## src/rtl/wdog_pkg.sv

```systemverilog
package wdog_pkg;

  localparam int unsigned CNT_W = 16;

  typedef struct packed {
    logic [CNT_W-1:0] timeout;
    logic             en;
    logic             sel_rst;
    logic             pre_en;
  } wd_ctrl_t;

  localparam wd_ctrl_t CTRL_RST = '{timeout: 16'hFFFF, en: 1'b0, sel_rst: 1'b1, pre_en: 1'b1};

  // Register word layout: timeout in 31:16, enable 2, action select 1, prescale 0.
  function automatic logic [31:0] ctrl_to_word(wd_ctrl_t c);
    return {c.timeout, 13'd0, c.en, c.sel_rst, c.pre_en};
  endfunction

  function automatic wd_ctrl_t word_to_ctrl(logic [31:0] w);
    wd_ctrl_t c;
    c.timeout = w[31:16];
    c.en      = w[2];
    c.sel_rst = w[1];
    c.pre_en  = w[0];
    return c;
  endfunction

  // One counter step: decrement on a tick, never below zero.
  function automatic logic [CNT_W-1:0] count_step(logic [CNT_W-1:0] c, logic tick);
    return (tick && c != '0) ? c - 1'b1 : c;
  endfunction

  // The tick that brings the counter to zero (or finds it there) expires it.
  function automatic logic is_last_tick(logic [CNT_W-1:0] c);
    return c <= 1;
  endfunction

endpackage

```

## src/rtl/wdog_ctrl_reg.sv

```systemverilog
module wdog_ctrl_reg
  import wdog_pkg::*;
(
  input  logic        clk,
  input  logic        rst_n,
  input  logic        wr_ctrl,
  input  logic [31:0] wdata,
  output wd_ctrl_t    ctrl_q,
  output logic        locked_q,
  output logic        commit_evt
);

  assign commit_evt = wr_ctrl && !locked_q;

  always_ff @(posedge clk or negedge rst_n) begin
    if (!rst_n) begin
      ctrl_q   <= CTRL_RST;
      locked_q <= 1'b0;
    end else if (commit_evt) begin
      ctrl_q   <= word_to_ctrl(wdata);
      locked_q <= 1'b1;
    end
  end

  // once committed, the control word never moves again
  a_r3_lock_hold: assert property (@(posedge clk) disable iff (!rst_n)
    (locked_q && $past(locked_q)) |-> $stable(ctrl_q));

  // the lock never releases while out of reset
  a_r3_lock_sticky: assert property (@(posedge clk) disable iff (!rst_n)
    locked_q |=> locked_q);

endmodule

```

## src/rtl/wdog_key_check.sv

```systemverilog
module wdog_key_check #(
  parameter logic [15:0] KEY_FIRST  = 16'h556C,
  parameter logic [15:0] KEY_SECOND = 16'hAA39
) (
  input  logic        clk,
  input  logic        rst_n,
  input  logic        wr_svc,
  input  logic [15:0] svc_data,
  output logic        service_evt
);

  logic armed_q;

  assign service_evt = wr_svc && armed_q && (svc_data == KEY_SECOND);

  // Any service write re-decides the state: only a first key arms,
  // everything else (including the completing key) disarms.
  always_ff @(posedge clk or negedge rst_n) begin
    if (!rst_n)      armed_q <= 1'b0;
    else if (wr_svc) armed_q <= !armed_q && (svc_data == KEY_FIRST);
  end

  // the checker arms only on a write of the first key
  a_r7_arm_on_first: assert property (@(posedge clk) disable iff (!rst_n)
    $rose(armed_q) |-> ($past(wr_svc) && $past(svc_data) == KEY_FIRST));

  // a service write while armed always leaves the armed state
  a_r7_disarm_after_write: assert property (@(posedge clk) disable iff (!rst_n)
    (wr_svc && armed_q) |=> !armed_q);

endmodule

```

## src/rtl/wdog_tick_count.sv

```systemverilog
module wdog_tick_count
  import wdog_pkg::*;
#(
  parameter int unsigned PRE_LOG2 = 16
) (
  input  logic             clk,
  input  logic             rst_n,
  input  logic             run,
  input  logic             pre_en,
  input  logic             sel_rst,
  input  logic             load,
  input  logic [CNT_W-1:0] load_val,
  input  logic             irq_clr,
  output logic [CNT_W-1:0] cnt_q,
  output logic             rst_pulse_q,
  output logic             irq_q,
  output logic             expire_evt
);

  logic tick;
  logic fired_q;

  generate
    if (PRE_LOG2 > 0) begin : g_pre
      logic [PRE_LOG2-1:0] pre_q;
      always_ff @(posedge clk or negedge rst_n) begin
        if (!rst_n)            pre_q <= '0;
        else if (load || !run) pre_q <= '0;
        else                   pre_q <= pre_q + 1'b1;
      end
      assign tick = run && (!pre_en || (&pre_q));
    end else begin : g_nopre
      assign tick = run;
    end
  endgenerate

  assign expire_evt = tick && !load && !fired_q && is_last_tick(cnt_q);

  always_ff @(posedge clk or negedge rst_n) begin
    if (!rst_n) begin
      cnt_q   <= CTRL_RST.timeout;
      fired_q <= 1'b0;
    end else if (load) begin
      cnt_q   <= load_val;
      fired_q <= 1'b0;
    end else if (!fired_q) begin
      cnt_q   <= count_step(cnt_q, tick);
      if (expire_evt) fired_q <= 1'b1;
    end
  end

  always_ff @(posedge clk or negedge rst_n) begin
    if (!rst_n) begin
      rst_pulse_q <= 1'b0;
      irq_q       <= 1'b0;
    end else begin
      rst_pulse_q <= expire_evt && sel_rst;
      if (irq_clr)                    irq_q <= 1'b0;
      else if (expire_evt && !sel_rst) irq_q <= 1'b1;
    end
  end

  // without a reload the counter moves by at most one step per clock
  a_r5_step_bound: assert property (@(posedge clk) disable iff (!rst_n)
    !load |=> (cnt_q == $past(cnt_q) || cnt_q == ($past(cnt_q) - 16'd1)));

  // the reset output is never high two cycles running
  a_r8_pulse_single: assert property (@(posedge clk) disable iff (!rst_n)
    rst_pulse_q |=> !rst_pulse_q);

  // the interrupt holds until a valid service clears it
  a_r9_irq_sticky: assert property (@(posedge clk) disable iff (!rst_n)
    (irq_q && !irq_clr) |=> irq_q);

  // after an expiry the counter rests at zero
  a_r8_zero_after_expiry: assert property (@(posedge clk) disable iff (!rst_n)
    expire_evt |=> cnt_q == '0);

endmodule

```

## src/rtl/wdog_keyed_top.sv

```systemverilog
module wdog_keyed_top
  import wdog_pkg::*;
#(
  parameter int unsigned PRE_LOG2   = 16,
  parameter int unsigned ADDR_W     = 8,
  parameter logic [15:0] KEY_FIRST  = 16'h556C,
  parameter logic [15:0] KEY_SECOND = 16'hAA39
) (
  input  logic              clk,
  input  logic              rst_n,
  input  logic              bus_sel,
  input  logic              bus_wr,
  input  logic [ADDR_W-1:0] bus_addr,
  input  logic [31:0]       bus_wdata,
  output logic [31:0]       bus_rdata,
  output logic              wdt_rst_pulse,
  output logic              wdt_irq
);

  localparam logic [ADDR_W-1:0] OFF_CTRL = ADDR_W'(8'h04);
  localparam logic [ADDR_W-1:0] OFF_CNT  = ADDR_W'(8'h08);
  localparam logic [ADDR_W-1:0] OFF_SVC  = ADDR_W'(8'h0E);

  wd_ctrl_t         ctrl;
  logic             locked;
  logic             commit_evt;
  logic             service_evt;
  logic             expire_evt;
  logic             run;
  logic             load;
  logic [CNT_W-1:0] load_val;
  logic [CNT_W-1:0] cnt;
  logic             wr_ctrl;
  logic             wr_svc;

  assign wr_ctrl = bus_sel && bus_wr && (bus_addr == OFF_CTRL);
  assign wr_svc  = bus_sel && bus_wr && (bus_addr == OFF_SVC);
  assign run     = locked && ctrl.en;

  // Commit with enable loads the fresh timeout; a service reloads only while running.
  assign load     = (commit_evt && bus_wdata[2]) || (service_evt && run);
  assign load_val = commit_evt ? bus_wdata[31:16] : ctrl.timeout;

  wdog_ctrl_reg u_ctrl (
    .clk        (clk),
    .rst_n      (rst_n),
    .wr_ctrl    (wr_ctrl),
    .wdata      (bus_wdata),
    .ctrl_q     (ctrl),
    .locked_q   (locked),
    .commit_evt (commit_evt)
  );

  wdog_key_check #(
    .KEY_FIRST  (KEY_FIRST),
    .KEY_SECOND (KEY_SECOND)
  ) u_keys (
    .clk         (clk),
    .rst_n       (rst_n),
    .wr_svc      (wr_svc),
    .svc_data    (bus_wdata[15:0]),
    .service_evt (service_evt)
  );

  wdog_tick_count #(
    .PRE_LOG2 (PRE_LOG2)
  ) u_count (
    .clk         (clk),
    .rst_n       (rst_n),
    .run         (run),
    .pre_en      (ctrl.pre_en),
    .sel_rst     (ctrl.sel_rst),
    .load        (load),
    .load_val    (load_val),
    .irq_clr     (service_evt),
    .cnt_q       (cnt),
    .rst_pulse_q (wdt_rst_pulse),
    .irq_q       (wdt_irq),
    .expire_evt  (expire_evt)
  );

  always_comb begin
    bus_rdata = '0;
    if (bus_sel && !bus_wr) begin
      if (bus_addr == OFF_CTRL)     bus_rdata = ctrl_to_word(ctrl);
      else if (bus_addr == OFF_CNT) bus_rdata = {16'd0, cnt};
    end
  end

  // a block locked off keeps its counter frozen
  a_r4_disabled_frozen: assert property (@(posedge clk) disable iff (!rst_n)
    (locked && !ctrl.en) |=> $stable(cnt));

  // a completed key pair on a running block reloads the timeout
  a_r6_service_reload: assert property (@(posedge clk) disable iff (!rst_n)
    (service_evt && run) |=> cnt == ctrl.timeout);

  // only the reset action produces a pulse, only the interrupt action a rising level
  a_r8_pulse_needs_sel: assert property (@(posedge clk) disable iff (!rst_n)
    $rose(wdt_rst_pulse) |-> $past(ctrl.sel_rst));

  // the interrupt only rises on an expiry with the interrupt action
  a_r9_irq_rise_cause: assert property (@(posedge clk) disable iff (!rst_n)
    $rose(wdt_irq) |-> ($past(expire_evt) && !$past(ctrl.sel_rst)));

endmodule

```

## config.mk

```make
export PLATFORM = sky130hd
export DESIGN_NAME = wdog_keyed_top
export DESIGN_NICKNAME = d
export VERILOG_FILES = /design/src/rtl/wdog_pkg.sv /design/src/rtl/wdog_ctrl_reg.sv /design/src/rtl/wdog_key_check.sv /design/src/rtl/wdog_tick_count.sv /design/src/rtl/wdog_keyed_top.sv
export SDC_FILE = /design/constraint.sdc
export NUM_CORES = 1
export LEC_CHECK = 0
export ABC_AREA = 1
export BUFFER_PORTS_ARGS = -buffer_cell sky130_fd_sc_hd__buf_2
export CAP_MARGIN = 25
export CORE_MARGIN = 3
export CORE_UTILIZATION = 50
export CTS_BUF_LIST = sky130_fd_sc_hd__clkbuf_8
export DETAILED_ROUTE_END_ITERATION = 10
export GPL_TIMING_DRIVEN = 0
export PLACE_DENSITY = 0.74
export SETUP_SLACK_MARGIN = 0.1
export SKIP_CTS_REPAIR_TIMING = 1
export SLEW_MARGIN = 5
export SYNTH_ARGS = -nofsm -noshare
export SYNTH_HDL_FRONTEND = slang
export SYNTH_SLANG_ARGS = --single-unit
export TNS_END_PERCENT = 30
```

## constraint.sdc

```tcl
create_clock -name clk -period 2.93 [get_ports clk]
set_input_delay 0.4395 -clock clk [delete_from_list [all_inputs] [get_ports clk]]
set_output_delay 0.4395 -clock clk [all_outputs]
set_load 0.01 [all_outputs]
```

==> Word level (Yosys, flattened, before mapping) <==
Index checks and enable logic that the tools add are counted.
{ "word_totals": {"reg_bits": 56, "latchBits": 0, "mem_bits_rw": 0, "mem_bits_ro": 0, "out_inout_bits": 34, "n_memories": 0} }
{ "op_classes": {"n_addsub": 2, "mul": 0, "n_div": 0, "order_cmp": 1, "n_eq_ne": 6, "shifts": 0, "n_mux": 13, "n_bitwise": 0, "n_reduce_logical": 34} }
{ "op_table": {"columns": ["op", "count"], "rows": [
  ["$mux W16", 6],
  ["$mux W32", 2],
  ["$logic_and A1 B1 Y1", 18],
  ["$add A16 B1 Y16 const B", 1],
  ["$eq A16 B15 Y1 const B", 1],
  ["$eq A16 B16 Y1 const B", 1],
  ["$eq A8 B4 Y1 const B", 2],
  ["$le A16 B1 Y1 const B", 1],
  ["$reduce_and A16 Y1", 1],
  ["$reduce_bool A16 Y1", 1],
  ["$sub A16 B1 Y16 const B", 1],
  ["$eq A8 B3 Y1 const B", 1],
  ["$logic_not A1 Y1", 8],
  ["$mux W1", 5],
  ["$reduce_bool A2 Y1", 2],
  ["$logic_or A1 B1 Y1", 3],
  ["$ne A2 B1 Y1 const B", 1],
  ["$reduce_and A2 Y1", 1]
]} }

==> Logic depth before layout (Yosys ltp) <==
{ "logic_depth": {"depth_word": 13, "depth_mapped": 11} }

==> Modules after synthesis <==
Synthesis repeated with hierarchy kept, for this count alone.
{ "unflattened": {"cells_unflattened": 569, "area_unflattened_um2": 3926.3} }
{ "by_module_without_submodules": {"columns": ["module", "n_inst", "cells_per_inst", "area_per_inst_um2", "seq_area_each_um2"], "rows": [
  ["wdog_tick_count", 1, 317, 2167.1, 895.9],
  ["wdog_ctrl_reg", 1, 87, 820.8, 523.0],
  ["wdog_keyed_top", 1, 128, 759.5, 0.0],
  ["wdog_key_check", 1, 37, 178.9, 25.0]
]} }

==> Worst setup path after synthesis <==
Ideal clock, no wire load.
{ "synth_timing": {"path_kind": "input to output", "from": "input bus_addr[7]", "to": "output bus_rdata[10]", "arrival_time_ps": 1519, "slack_ps": 971, "path_stages": 6, "path_buffers": 1, "path_cell_list": "nor2_1 -> nand2_1 -> nor4_2 -> nand2_1 -> buf_2 -> nor3_1"} }
{ "synth_between": {"elab_chain_cells": 4, "word_cells_on_any_way": 5, "cone_classes": "eq/ne (2); mux (3)"} }
{ "synth_lines": {"columns": ["item", "line", "rtl"], "rows": [
  ["start, declared", "wdog_keyed_top.sv:13", "input logic [ADDR_W-1:0] bus_addr,"],
  ["$eq A8 B4 Y1", "wdog_keyed_top.sv:86", "else if (bus_addr == OFF_CNT) bus_rdata = {16'd0, cnt};"],
  ["$mux W16", "wdog_keyed_top.sv:86", null],
  ["$mux W32 (*)", "wdog_keyed_top.sv:85", "if (bus_addr == OFF_CTRL) bus_rdata = ctrl_to_word(ctrl);"],
  ["$mux W32 (*)", "wdog_keyed_top.sv:84", "if (bus_sel && !bus_wr) begin"],
  ["end, declared", "wdog_keyed_top.sv:15", "output logic [31:0] bus_rdata,"]
]} }
Every way passes the cells marked *; elsewhere a longest branch is shown, timed or not.

==> Worst setup path after layout <==
{ "layout_timing": {"from": "input bus_addr[5]", "to": "output bus_rdata[10]"} }
The elaborated chain is that of the path after synthesis.

==> results_dict.tcl <==
set metrics [dict create \
    status "finished, final reports clean" \
    start_util 0.534 \
    setup_viol_count_final 0 \
    syn_inst 520 \
    crit_arrival_ns 1.91 \
    synth.avg_cell_area_um2 6.78 \
    start_kind "input pin" \
    p_per_area_mw_per_mm2 306 \
    port_buffers 77 \
    hpwl_mm 6.80 \
    period_minus_slack_ns 2.35 \
    vias_per_cell 4.98 \
    cp-startpoint "bus_addr[5]" \
    synth_nets 567 \
    switchingPower_uw 296 \
    place_congestion 0.950 \
    drive_gt1_frac 0.233 \
    cp_num_buf_inv 3 \
    antenna_found_initial 0 \
    tritoncts "done" \
    cp_top_family "simple AND/OR/NAND/NOR gates" \
    rows 29 \
    track_usage 0.220 \
    vdd_drop_max_v 0.000181 \
    r2r_cells 11 \
    yosys_warnings 0 \
    p_leak_uw 0.00200 \
    rsz0062_at_grt "false" \
    drv_cap 0 \
    cp_max_fo 10 \
    r2r-end "u_count.cnt_q[13]$_DFFE_PN1P_" \
    hold_path.class "in2async" \
    ios 78 \
    cp.depth 8 \
    p_clk_frac 0.325 \
    worstMarginPinSlew_ns 0.685 \
    crit_path_frequent_cell "buf_2" \
    cp.required_ns 2.49 \
    reg2reg_from "u_count.cnt_q[0]$_DFFE_PN1P_" \
    clkSlewWorstSetupHoldPaths_ns 0.10 \
    syn_area_mm2 0.00352 \
    crit_type "in2out" \
    yosysSeqAreaShare 0.410 \
    die_area_mm2 0.00809 \
    setup_slack_ns 0.576 \
    avgRoutedWirePerCell_um 12.4 \
    htreeDepth 2 \
    worstPathCellList "buf_2, nor2_1, nand2_1, nor4_2, nand2_1, buf_2, nor3_1, buf_2" \
    p_seq_frac 0.613 \
    grt_pass1_vias 3349 \
    crit_end "bus_rdata[10]" \
    crit_slowest_cell "nor4_2" \
    relSlewSlack 0.541 \
    crit_path_end_kind "output pin" \
    dr.first_iter.drc_count 214 \
    crit_path_max_incr_delay_ns 0.35 \
    maxSlewViolCount 0 \
    regToRegSetupSlack_ns 1.00 \
    clk_root_buffer_cell "clkbuf_8" \
    finalSetupTns_ns 0 \
    synth_seq_cells 56 \
    clock_skew_ns 0.00982 \
    grt_max_degree 35 \
    vias 3479 \
    synth_top_area_cell "dfstp_2" \
    antenna_left 0 \
    synth_cell_types 32 \
    clkLatencyLatePin_ns 0.31 \
    holdWs_ns 0.0996 \
    pre_cts_ws_ns 0.583 \
    cts_num_sinks 56 \
    p_sw_frac 0.234 \
    n_antenna_cell 0 \
    fillers 646 \
    gr-total-overflow 0 \
    netlist_top_cells_area "dfstp_2 (25%), nand2_1 (20%), dfrtp_1 (16%), nor2_1 (9.1%), inv_1 (5.6%)" \
    yosys.area.top_type_share 0.253 \
    grt_pass1_wl_mm 15.2 \
    nets 652 \
    comb_power_share 0.062 \
    first_pass_iters 5 \
    die_x_um 90.0 \
    numCtsBuffers 5 \
    cts_buffer_depth 2 \
    die_h_um 90.0 \
    fmax_ghz 0.425 \
    finalHoldViolations 0 \
    post-route-period-util 0.803 \
    routed_wl_mm 8.66 \
    area_delta_synth_final_pct 17.2 \
    drc 0 \
    power.internal_uw 969 \
    core_area_mm2 0.00660 \
]
routing by layer:
metal / wire length (um) / vias to the layer above / part of all wire / global-route usage
met3: 400 / 13 / 0.046 / 0.0301
li1: - / 1796 / - / -
met4: 127 / 0 / 0.015 / 0.0663
met5: 0 / - / 0 / 0
met2: 4140 / 91 / 0.48 / 0.373
met1: 4000 / 1579 / 0.46 / 0.295
per-stage QoR:
step	total power, uW	utilization	instance area [um^2]	std cells
final	1270	0.625	4130	699
after detailed placement	868	0.613	4050	691
after floorplan	812	-	3520	520
after global placement	862	0.610	4030	690
after CTS	1280	0.625	4130	699
after global routing	1320	0.625	4130	699
flip-flops by register name, indices dropped and copies added, names as in the netlist:
| name | flops |
|---|---|
| u_ctrl.ctrl_q | 19 |
| u_ctrl.locked_q | 1 |
| u_count.fired_q | 1 |
| u_keys.armed_q | 1 |
| u_count.irq_q | 1 |
| u_count.rst_pulse_q | 1 |
| u_count.g_pre.pre_q | 16 |
| u_count.cnt_q | 16 |
synthesized netlist by cell type:
master / number
nor3_2: 1
nand3_1: 37
xnor2_1: 2
nor4_1: 3
clkbuf_1: 2
nor3_1: 18
ha_1: 3
nand2_2: 3
nor2_2: 3
buf_1: 1
nor3b_1: 2
a21oi_1: 6
nor2_1: 85
dfrtp_1: 22
nand2_1: 188
nor4_2: 1
or2_2: 1
o21ai_0: 13
nand4_1: 12
clkinv_1: 1
nor3_4: 1
nand3b_1: 1
buf_6: 2
inv_1: 53
a31oi_1: 1
xor2_1: 12
o21ai_2: 1
buf_2: 6
nor2_4: 3
a211oi_1: 1
inv_2: 1
dfstp_2: 34
layout by cell type, fill, tap and decap left out, types with 2 or more instances in the layout:
cell type	count
nand3_1	37
nand2_1	188
nor4_1	3
xnor2_1	2
clkbuf_8	5
o21ai_0	13
ha_1	3
nor3_1	18
a21oi_1	6
nor2_1	85
inv_1	54
nor2_4	3
xor2_1	12
clkinv_1	2
buf_2	83
clkbuf_1	2
dfstp_2	34
nand2_2	3
nand4_1	12
buf_6	2
nor2_2	3
dfrtp_1	22
nor3b_1	2
how the worst min path moves through the flow:
stage	startpoint	end	slack [ns]
floorplan	rst_n	u_count.fired_q$_DFF_PN0_	0.14
global placement	u_count.g_pre.pre_q[0]$_DFF_PN0_	u_count.g_pre.pre_q[0]$_DFF_PN0_	0.45
detailed placement	u_count.g_pre.pre_q[0]$_DFF_PN0_	u_count.g_pre.pre_q[0]$_DFF_PN0_	0.45
CTS	rst_n	u_count.fired_q$_DFF_PN0_	0.11
global route	rst_n	u_ctrl.locked_q$_DFFE_PN0N_	0.14
finish	rst_n	u_ctrl.locked_q$_DFFE_PN0N_	0.1
power groups by stage:
stage	logic, uW	registers (uW)	clock network (uW)
2_1_floorplan	22.9	789	0
3_3_place_gp	73.6	788	0
3_5_place_dp	79.8	788	0
4_1_cts	80.0	776	427
5_1_grt	90.1	776	454
6_report	78.8	775	411
layout make-up:
class                           count  area, um^2  area share
Buffer                             11        63.8      0.0154
Clock inverter                      3        15.0     0.00364
Multi-Input combinational cell    398        1810       0.438
Inverter                           55         206      0.0500
Sequential cell                    56        1440       0.350
Tap cell                           93         116      0.0282
Timing Repair Buffer               78         405      0.0982
Clock buffer                        5        68.8      0.0167
cell families (layout without fill, tap and decap cells):
logic type	Yosys count	count (layout)	synth area share
adders and majority gates	3	3	0.0107
AOI/OAI and AO/OA	22	22	0.0334
and+or+nand+nor	359	359	0.435
buffers and inverters	66	152	0.0767
DFF	56	56	0.410
xor gates and xnor gates	14	14	0.0348
worst reg2reg max path, delay by kind of cell (launching register included):
kind	cells	cell delay (ns)
AND/OR/NAND/NOR	8	0.80
flip-flops	1	0.57
adder cells (fa/ha/maj)	1	0.27
buffers and inverters	2	0.22
Note: power is estimated with default switching activity, not from simulation.
